`src/rtl/sp_poll_pkg.sv`:
```
package sp_poll_pkg;

  localparam int BUSY_BIT = 0;
  localparam int VIOL_BIT = 2;
  localparam int FAULT_BIT = 3;

  typedef enum logic [1:0] {
    RES_NONE    = 2'b00,
    RES_OK      = 2'b01,
    RES_TIMEOUT = 2'b10,
    RES_ERROR   = 2'b11
  } poll_res_e;

  typedef enum logic [1:0] {
    SQ_IDLE,
    SQ_XFER,
    SQ_GAP,
    SQ_EVAL
  } seq_state_e;

  // Verdict for one status sample; RES_NONE means keep polling.
  function automatic poll_res_e judge(input logic [7:0] s, input logic [7:0] m,
                                      input logic last);
    if (s[VIOL_BIT] || s[FAULT_BIT])
      return RES_ERROR;
    if (!s[BUSY_BIT] && ((m == 8'h00) || ((s & m) != 8'h00)))
      return RES_OK;
    if (last)
      return RES_TIMEOUT;
    return RES_NONE;
  endfunction

endpackage

```
`src/rtl/sp_byte_shifter.sv`:
```
module sp_byte_shifter #(
  parameter int HALF_DIV = 2,
  parameter int NBITS    = 8
) (
  input  logic             clk,
  input  logic             rst_n,
  input  logic             go_i,
  input  logic [NBITS-1:0] tx_i,
  input  logic             miso_i,
  output logic             sck_o,
  output logic             mosi_o,
  output logic             done_o,
  output logic [NBITS-1:0] rx_o
);
  localparam int PW = $clog2(HALF_DIV) + 1;
  localparam int BW = $clog2(NBITS) + 1;

  logic             active;
  logic [PW-1:0]    ph_cnt;
  logic [BW-1:0]    bit_cnt;
  logic [NBITS-1:0] tx_sr;
  logic [NBITS-1:0] rx_sr;
  logic             ph_end;

  assign ph_end = (ph_cnt == PW'(HALF_DIV - 1));
  assign mosi_o = tx_sr[NBITS-1];
  assign rx_o   = rx_sr;

  always_ff @(posedge clk or negedge rst_n) begin
    if (!rst_n) begin
      active  <= 1'b0;
      ph_cnt  <= '0;
      bit_cnt <= '0;
      tx_sr   <= '0;
      rx_sr   <= '0;
      sck_o   <= 1'b0;
      done_o  <= 1'b0;
    end else begin
      done_o <= 1'b0;
      if (go_i && !active) begin
        active  <= 1'b1;
        ph_cnt  <= '0;
        bit_cnt <= '0;
        tx_sr   <= tx_i;
        sck_o   <= 1'b0;
      end else if (active) begin
        if (ph_end) begin
          ph_cnt <= '0;
          if (!sck_o) begin
            sck_o <= 1'b1;
            rx_sr <= {rx_sr[NBITS-2:0], miso_i};
          end else begin
            sck_o <= 1'b0;
            if (bit_cnt == BW'(NBITS - 1)) begin
              active <= 1'b0;
              done_o <= 1'b1;
              tx_sr  <= '0;
            end else begin
              bit_cnt <= bit_cnt + 1'b1;
              tx_sr   <= {tx_sr[NBITS-2:0], 1'b0};
            end
          end
        end else begin
          ph_cnt <= ph_cnt + 1'b1;
        end
      end
    end
  end
endmodule

```
`src/rtl/sp_poll_seq.sv`:
```
module sp_poll_seq
  import sp_poll_pkg::*;
#(
  parameter int HALF_DIV    = 2,
  parameter int MAX_SAMPLES = 10000,
  localparam int SW = $clog2(MAX_SAMPLES + 1)
) (
  input  logic          clk,
  input  logic          rst_n,
  input  logic          start_i,
  input  logic [7:0]    mask_i,
  input  logic          sh_done_i,
  input  logic [7:0]    sh_rx_i,
  output logic          sh_go_o,
  output logic          cs_n_o,
  output logic          ready_o,
  output logic          done_o,
  output logic [1:0]    result_o,
  output logic [7:0]    status_o,
  output logic [SW-1:0] sample_cnt_o
);
  localparam int GAP_CYC = 4 * HALF_DIV;
  localparam int GW = $clog2(GAP_CYC + 1);

  seq_state_e state;
  logic       second;
  logic [GW-1:0] gap_cnt;
  logic [7:0] mask_q;
  logic [7:0] status_q;
  logic       last_sample;
  poll_res_e  verdict;

  assign ready_o     = (state == SQ_IDLE);
  assign last_sample = (sample_cnt_o == SW'(MAX_SAMPLES - 1));
  assign verdict     = judge(status_q, mask_q, last_sample);

  always_ff @(posedge clk or negedge rst_n) begin
    if (!rst_n) begin
      state        <= SQ_IDLE;
      second       <= 1'b0;
      gap_cnt      <= '0;
      mask_q       <= '0;
      status_q     <= '0;
      sample_cnt_o <= '0;
      sh_go_o      <= 1'b0;
      cs_n_o       <= 1'b1;
      done_o       <= 1'b0;
      result_o     <= RES_NONE;
      status_o     <= '0;
    end else begin
      sh_go_o <= 1'b0;
      done_o  <= 1'b0;
      unique case (state)
        SQ_IDLE: if (start_i) begin
          mask_q       <= mask_i;
          sample_cnt_o <= '0;
          second       <= 1'b0;
          cs_n_o       <= 1'b0;
          sh_go_o      <= 1'b1;
          state        <= SQ_XFER;
        end
        SQ_XFER: if (sh_done_i) begin
          cs_n_o  <= 1'b1;
          gap_cnt <= '0;
          if (second) begin
            status_q <= sh_rx_i;
            state    <= SQ_EVAL;
          end else begin
            second <= 1'b1;
            state  <= SQ_GAP;
          end
        end
        SQ_GAP: begin
          if (gap_cnt == GW'(GAP_CYC - 1)) begin
            cs_n_o  <= 1'b0;
            sh_go_o <= 1'b1;
            state   <= SQ_XFER;
          end else begin
            gap_cnt <= gap_cnt + 1'b1;
          end
        end
        SQ_EVAL: begin
          sample_cnt_o <= sample_cnt_o + 1'b1;
          if (verdict != RES_NONE) begin
            done_o   <= 1'b1;
            result_o <= verdict;
            status_o <= status_q;
            state    <= SQ_IDLE;
          end else begin
            second  <= 1'b0;
            gap_cnt <= '0;
            state   <= SQ_GAP;
          end
        end
        default: state <= SQ_IDLE;
      endcase
    end
  end
endmodule

```
`src/rtl/spi_status_poller.sv`:
```
module spi_status_poller #(
  parameter int HALF_DIV    = 2,
  parameter int MAX_SAMPLES = 10000,
  parameter logic [7:0] OPCODE = 8'h00
) (
  input  logic       clk,
  input  logic       rst_n,
  input  logic       start_i,
  input  logic [7:0] mask_i,
  output logic       ready_o,
  output logic       done_o,
  output logic [1:0] result_o,
  output logic [7:0] status_o,
  output logic       sck_o,
  output logic       mosi_o,
  input  logic       miso_i,
  output logic       cs_n_o
);
  localparam int SW = $clog2(MAX_SAMPLES + 1);

  logic          sh_go;
  logic          sh_done;
  logic [7:0]    sh_rx;
  logic [SW-1:0] sample_cnt;

  sp_byte_shifter #(.HALF_DIV(HALF_DIV), .NBITS(8)) u_shift (
    .clk(clk), .rst_n(rst_n), .go_i(sh_go), .tx_i(OPCODE), .miso_i(miso_i),
    .sck_o(sck_o), .mosi_o(mosi_o), .done_o(sh_done), .rx_o(sh_rx)
  );

  sp_poll_seq #(.HALF_DIV(HALF_DIV), .MAX_SAMPLES(MAX_SAMPLES)) u_seq (
    .clk(clk), .rst_n(rst_n), .start_i(start_i), .mask_i(mask_i),
    .sh_done_i(sh_done), .sh_rx_i(sh_rx), .sh_go_o(sh_go), .cs_n_o(cs_n_o),
    .ready_o(ready_o), .done_o(done_o), .result_o(result_o),
    .status_o(status_o), .sample_cnt_o(sample_cnt)
  );
endmodule

```
`config.mk`:
```
export PLATFORM = sky130hd
export DESIGN_NAME = spi_status_poller
export DESIGN_NICKNAME = d
export VERILOG_FILES = /design/src/rtl/sp_poll_pkg.sv /design/src/rtl/sp_byte_shifter.sv /design/src/rtl/sp_poll_seq.sv /design/src/rtl/spi_status_poller.sv
export SDC_FILE = /design/constraint.sdc
export NUM_CORES = 1
export LEC_CHECK = 0
export ABC_AREA = 0
export BUFFER_PORTS_ARGS = -buffer_cell sky130_fd_sc_hd__buf_4
export CAP_MARGIN = 20
export CELL_PAD_IN_SITES_DETAIL_PLACEMENT = 1
export CELL_PAD_IN_SITES_GLOBAL_PLACEMENT = 2
export CORE_UTILIZATION = 30
export CTS_CLUSTER_SIZE = 12
export DETAILED_ROUTE_END_ITERATION = 16
export PLACE_DENSITY = 0.63
export SYNTH_ARGS = -nofsm -noshare
export SYNTH_HDL_FRONTEND = slang
export SYNTH_SLANG_ARGS = --single-unit
```
`constraint.sdc`:
```
create_clock -name clk -period 5.06 [get_ports clk]
set_input_delay 0.506 -clock clk [delete_from_list [all_inputs] [get_ports clk]]
set_output_delay 0.506 -clock clk [all_outputs]
set_load 0.05 [all_outputs]
```
==> impl_results.md, run 1 <==
* First-pass GRT wire length at 10900 um
* Setup TNS at 0 ns
* Gr busiest metal: met2
* Core area at 9420 um^2
* R2R setup slack at 3.03 ns
* Drt first pass iters at 4
* Clk pin slew, worst setup/hold paths at 0.08 ns
* Placed inst area at 3290 um^2
* Setup CP Type: flip-flop to flip-flop
* Cell count after placement at 398
* CP Launch Type: flip-flop
* TritonCTS clock tree: built
* Final worst path period need at 2.03 ns
* Met2 Usage GRT at 21.4%
* Nets at 295
* Hold WS at 0.260 ns
* IO Port Bufs at 25
* Synth warn at 0
* Total CTS buffers at 9
* Chip Width at 102 um
* Die H at 102 um
* Worst path required time at 5.29 ns
* Least-Margin Pin Slew at 0.843 ns
* Netlist cell types at 47
* Via density at 4.82
* Area growth syn-to-layout at 18.2%
* Avg WL per Cell at 15.1 um
* GPL Wtd Cong at 0.671
* Multiplexer share of the synthesized area at 15.7%
* Max-slew headroom at the worst pin at 43.8%
* Detailed Route Iter0 Violations at 63
* Crit end category: flip-flop
* Pre-CTS setup slack at 3.04 ns
* Max H-tree Level at 3
* Clk_lat worst skew at 0.34 ns
* P_leak at 1.60 nW
* #FFs+latches synth at 67
* PostCTS Resize Cnt at 0
* Worst VDD drop at 0.000158 V
* Fillers at 1027
* Total number of vias at 1994
* Hold Path Class: primary input to asynchronous set/reset pin
* Post-route total power at 1.07 mW
* Pwr/cell area at 305 nW/um^2
* Ports at 27
* Worst Path Max Fanout at 5
* Synth Area in Adders at 1.26%
* Final Skew at 0.00737 ns
* CTS Sinks at 67
* Most frequent cells in the layout: dfrtp_1 (66), mux2_2 (33), nand2_1 (27), buf_4 (25), o21ai_0 (17)
* Status: finished clean
* Cell Rows at 35
* Die area at 10300 um^2
* Post-Syn Area at 2980 um^2
* Total Routing Usage GR at 14.0%
* Synth Area in XOR/XNOR at 0.588%
* Initial antenna violation count at 0
* Dpl hpwl at 4400 um
* Post-DRT Antenna Nets at 0
* Max Cap Viol at 0
* Commonest non-fill, non-tap cell in the layout: dfrtp_1
* Share of layout cells above drive strength 1 at 29.8%
* Final WL at 6240 um
* Syn nets at 266
* Mean Syn Cell Area at 11.9 um^2
* Cells after Synth at 251
* Clock Root Buffer: clkbuf_8
* Fin util at 37.4%
* Design area at 3520 um^2
* Total gr overflow at 0
* Tcrit/Tclk final at 40.1%
* Residual DRC at 0
* Setup WS post-layout at 3.03 ns
* Synth Area in Simple Gates at 15.6%
* Antenna diodes at 0
* Final hold vios at 0
* Met1 GRT Util at 18.9%
* Pin count of the biggest net entering global routing at 68
* CTS Hold Bufs at 0
* Crit path arrival time at 2.26 ns
* RSZ-0062 raised after global routing: false
* GR Util met3 at 4.49%
* Complex-gate fraction of the synthesized area at 8.57%
* Post-CTS Setup Inserts at 0
* Max-slew violations at 0
* Finish-stage setup viols at 0
* Maximum buffer depth of the clock tree at 2
* Largest family of logic cells by synthesized area: multiplexers
* Vias in the first global route at 2170
* Sequential area share after synthesis at 56.3%
* Non-Filler Instances at 414
* Max frequency at 492 MHz
* Initial Utilization at 31.6%
[cells by family (layout without fill, tap and decap cells)]
| group | after synthesis | count (layout) |
|---|---|---|
| DFF | 67 | 67 |
| buffers and inverters | 13 | 47 |
| adders and majority gates | 3 | 3 |
| AOI/OAI and AO/OA | 40 | 40 |
| muxes | 42 | 42 |
| other | 1 | 1 |
| xor gates and xnor gates | 2 | 2 |
| and+or+nand+nor | 83 | 83 |
[report_power, final]
part	total (mW)	internal, mW	switching, mW	leakage (nW)
Sequential	0.547	0.542	0.00559	0.812
Combinational	0.0271	0.0110	0.0161	0.674
Clock	0.500	0.282	0.218	0.114
[per-layer routing]
| layer | part of all wire (%) | up-vias |
|---|---|---|
| li1 | - | 958 |
| met2 | 46 | 28 |
| met4 | 1.1 | 0 |
| met3 | 3.8 | 5 |
| met5 | 0 | - |
| met1 | 49 | 1003 |
[synthesized netlist by cell type, drive strengths merged]
cell | instances | share of area, %
a211oi | 2 | 0.92
a21oi | 9 | 1.9
a22o | 2 | 0.59
a22oi | 4 | 1.0
a31oi | 3 | 0.63
and2 | 2 | 0.42
and3 | 5 | 1.1
and3b | 1 | 0.29
and4 | 4 | 1.2
buf | 3 | 0.59
clkbuf | 4 | 0.50
conb | 1 | 0.13
dfrtp | 66 | 55
dfstp | 1 | 0.88
ha | 3 | 1.3
inv | 6 | 0.76
mux2 | 34 | 13
mux2i | 8 | 2.7
nand2 | 27 | 3.4
nand2b | 2 | 0.42
nand3 | 6 | 1.0
nand3b | 1 | 0.25
nand4 | 5 | 1.1
nor2 | 14 | 2.0
nor2b | 2 | 0.42
nor3 | 4 | 0.84
nor3b | 2 | 0.67
nor4 | 3 | 1.1
nor4b | 2 | 0.59
o21ai | 18 | 3.0
o22ai | 1 | 0.21
o2bb2ai | 1 | 0.29
or3 | 2 | 0.42
or3b | 1 | 0.29
xnor2 | 1 | 0.29
xor2 | 1 | 0.29
[registers in the layout, indices dropped and copies added (netlist names)]
name	cells
u_seq.sample_cnt_o	14
u_seq.mask_q	8
u_seq.status_o	8
u_seq.status_q	8
u_shift.rx_o	8
u_seq.gap_cnt	4
u_shift.bit_cnt	4
u_seq.result_o	2
u_seq.state	2
u_shift.ph_cnt	2
u_seq.cs_n_o	1
u_seq.done_o	1
u_seq.second	1
u_seq.sh_go_o	1
u_shift.active	1
u_shift.done_o	1
u_shift.sck_o	1
[layout make-up]
class | count | area (um^2) | share of cell area (%)
Inverter | 6 | 22.5 | 0.640
Clock inverter | 7 | 100 | 2.84
Timing Repair Buffer | 25 | 188 | 5.33
Tap cell | 129 | 161 | 4.59
Sequential cell | 67 | 1680 | 47.7
Multi-Input combinational cell | 171 | 1240 | 35.4
Clock buffer | 9 | 124 | 3.52
[worst paths after layout]
kind                                         from                      to  cells past startpoint
max                         u_seq.sample_cnt_o[0]        u_seq.gap_cnt[0]                      6
min                                         rst_n       u_seq.status_q[4]                      1
max reg2reg                 u_seq.sample_cnt_o[0]        u_seq.gap_cnt[0]                      6
min reg2reg                u_seq.sample_cnt_o[10]  u_seq.sample_cnt_o[10]                      1
max in group asynchronous                   rst_n        u_seq.gap_cnt[3]                      1
min in group clk                           miso_i         u_shift.rx_o[0]                      2
[worst max-delay path: stages (launching register included)]
cell	delay [ns]
dfrtp_1	0.41
ha_1	0.25
and3_1	0.24
nand4_1	0.16
a21oi_4	0.11
nor4_4	0.42
mux2_4	0.33
Note: power is estimated with default switching activity, not from simulation.
==> inputs of run 2 (changes only) <==
PLACE_DENSITY = 0.65   (was 0.63)
clock period = 1.8 ns   (was 5.06 ns; I/O delays follow)
==> impl_results.md, run 2 (synthesis results as in run 1) <==
* Status: finished clean (unchanged)
* Total number of vias at 2161 (was 1994)
* Residual DRC at 0 (unchanged)
* Setup WS post-layout at 0.0152 ns (was 3.03 ns)
* Final WL at 6920 um (was 6240 um)
* Maximum buffer depth of the clock tree at 2 (unchanged)
* Placed inst area at 3530 um^2 (was 3290 um^2)
* Biggest register: u_seq.sample_cnt_o (unchanged)
* Post-route total power at 3.00 mW (was 1.07 mW)
* Total CTS buffers at 9 (unchanged)
* Initial antenna violation count at 0 (unchanged)
* Hold WS at 0.0686 ns (was 0.260 ns)
* Ports at 27 (unchanged)
* Clk pin slew, worst setup/hold paths at 0.08 ns (about the same)
* CP Launch Type: flip-flop (unchanged)
* Detailed Route Iter0 Violations at 73 (was 63)
* Fin util at 41.2% (was 37.4%)
* Worst VDD drop at 0.000433 V (was 0.000158 V)
* RSZ-0062 raised after global routing: true (was false)
* Total Routing Usage GR at 15.2% (was 14.0%)
* Avg WL per Cell at 15.2 um (was 15.1 um)
* TritonCTS clock tree: built (unchanged)
* Max Cap Viol at 0 (unchanged)
* Setup TNS at 0 ns (unchanged)
* Worst path required time at 2.03 ns (was 5.29 ns)
* Clock Root Buffer: clkbuf_8 (unchanged)
* Total gr overflow at 0 (unchanged)
* P_leak at 1.79 nW (was 1.60 nW)
* Worst Path Max Fanout at 5 (unchanged)
* Vias in the first global route at 2426 (was 2170)
* Non-Filler Instances at 454 (was 414)
* GPL Wtd Cong at 0.738 (was 0.671)
* Core area at 9420 um^2 (unchanged)
* Max-slew violations at 0 (unchanged)
* Antenna diodes at 0 (unchanged)
* Share of layout cells above drive strength 1 at 40.3% (was 29.8%)
* Crit path arrival time at 2.01 ns (was 2.26 ns)
* Setup CP Type: flip-flop to flip-flop (unchanged)
* Area growth syn-to-layout at 30.3% (was 18.2%)
* IO Port Bufs at 25 (unchanged)
* Die H at 102 um (unchanged)
* Dpl hpwl at 4830 um (was 4400 um)
* Cell count after placement at 428 (was 398)
* Final worst path period need at 1.78 ns (was 2.03 ns)
* Max frequency at 560 MHz (was 492 MHz)
* Drt first pass iters at 4 (unchanged)
* Tcrit/Tclk final at 99.2% (was 40.1%)
* Nets at 335 (was 295)
* Crit end category: flip-flop (unchanged)
* Clk_lat worst skew at 0.34 ns (about the same)
* Design area at 3880 um^2 (was 3520 um^2)
* Most frequent cells in the layout: dfrtp_1 (66), buf_4 (61), mux2_2 (32), nand2_1 (27), o21ai_0 (15) (was dfrtp_1 (66), mux2_2 (33), nand2_1 (27), buf_4 (25), o21ai_0 (17))
* Number of flip-flops in the largest register at 14 (unchanged)
* Commonest non-fill, non-tap cell in the layout: dfrtp_1 (unchanged)
* Pin count of the biggest net entering global routing at 36 (was 68)
* Initial Utilization at 31.6% (unchanged)
* Final Skew at 0.00662 ns (was 0.00737 ns)
* Chip Width at 102 um (unchanged)
* Pre-CTS setup slack at -0.0511 ns (was 3.04 ns)
* First-pass GRT wire length at 11800 um (was 10900 um)
* Max H-tree Level at 3 (unchanged)
* Final hold vios at 0 (unchanged)
* CTS Sinks at 67 (unchanged)
* Via density at 4.76 (was 4.82)
* Finish-stage setup viols at 0 (unchanged)
* Hold Path Class: primary input to flip-flop (was primary input to asynchronous set/reset pin)
* Cell Rows at 35 (unchanged)
* Pwr/cell area at 772 nW/um^2 (was 305 nW/um^2)
* Die area at 10300 um^2 (unchanged)
* Post-DRT Antenna Nets at 0 (unchanged)
==> run 2: changes by cell type in the layout (fill, tap and decap cells not counted), moves of 2 or more <==
cell     previous run  this run
nor4b_1             2         0
a22oi_2             0         2
inv_6               2         0
a22oi_1             4         2
o21ai_0            17        15
o21ai_1             1         3
nor4b_2             0         2
buf_4              25        61
==> run 2: worst max-delay path: stages (launching register included) <==
cell	delay (ns)
dfrtp_1	0.41
nor4_1	0.28
nand2_1	0.15
a211oi_4	0.30
buf_6	0.16
nor2_4	0.06
mux2_4	0.31
==> run 2: final timing paths <==
kind                                              from                      to  slack, ns  cells past startpoint
worst max-delay path                   u_seq.mask_q[1]       u_seq.status_o[6]       0.02                      6
worst min-delay path                         mask_i[7]         u_seq.mask_q[7]       0.07                      2
worst max register to register         u_seq.mask_q[1]       u_seq.status_o[6]       0.02                      6
worst min register to register  u_seq.sample_cnt_o[10]  u_seq.sample_cnt_o[10]       0.48                      1
max in group asynchronous                        rst_n       u_seq.status_o[0]       0.92                      3
min in group asynchronous                        rst_n          u_seq.state[1]       0.34                      2
==> run 2: area by class of cell <==
class	count	area, um^2
repair buffers	64	499
inverters	6	22.5
flip-flops and latches	67	1680
clock buffers	10	128
fillers	1051	5530
well taps	129	161
clock inverters	6	90.1
multi-input cells	172	1300
==> run 2: what timing repair did <==
item,CTS,global route
endpoints found under the hold margin,31,0
hold buffers,1,0
gates resized for setup,4,10
cloned,1,0
endpoints found under the setup margin,12,13
pin swaps,5,8
setup buffers,5,4
==> run 2: metal layers <==
layer  GRT usage [%]  share of wire [%]
met3            3.73                2.5
met4            5.69                1.4
met1            19.3                 46
met2            25.1                 50
met5               0                  0
==> run 2: where the power goes <==
| group | leakage (nW) | internal [mW] | switching [mW] |
|---|---|---|---|
| combinational | 0.876 | 0.0391 | 0.0478 |
| clock | 0.106 | 0.783 | 0.589 |
| sequential | 0.812 | 1.52 | 0.0166 |
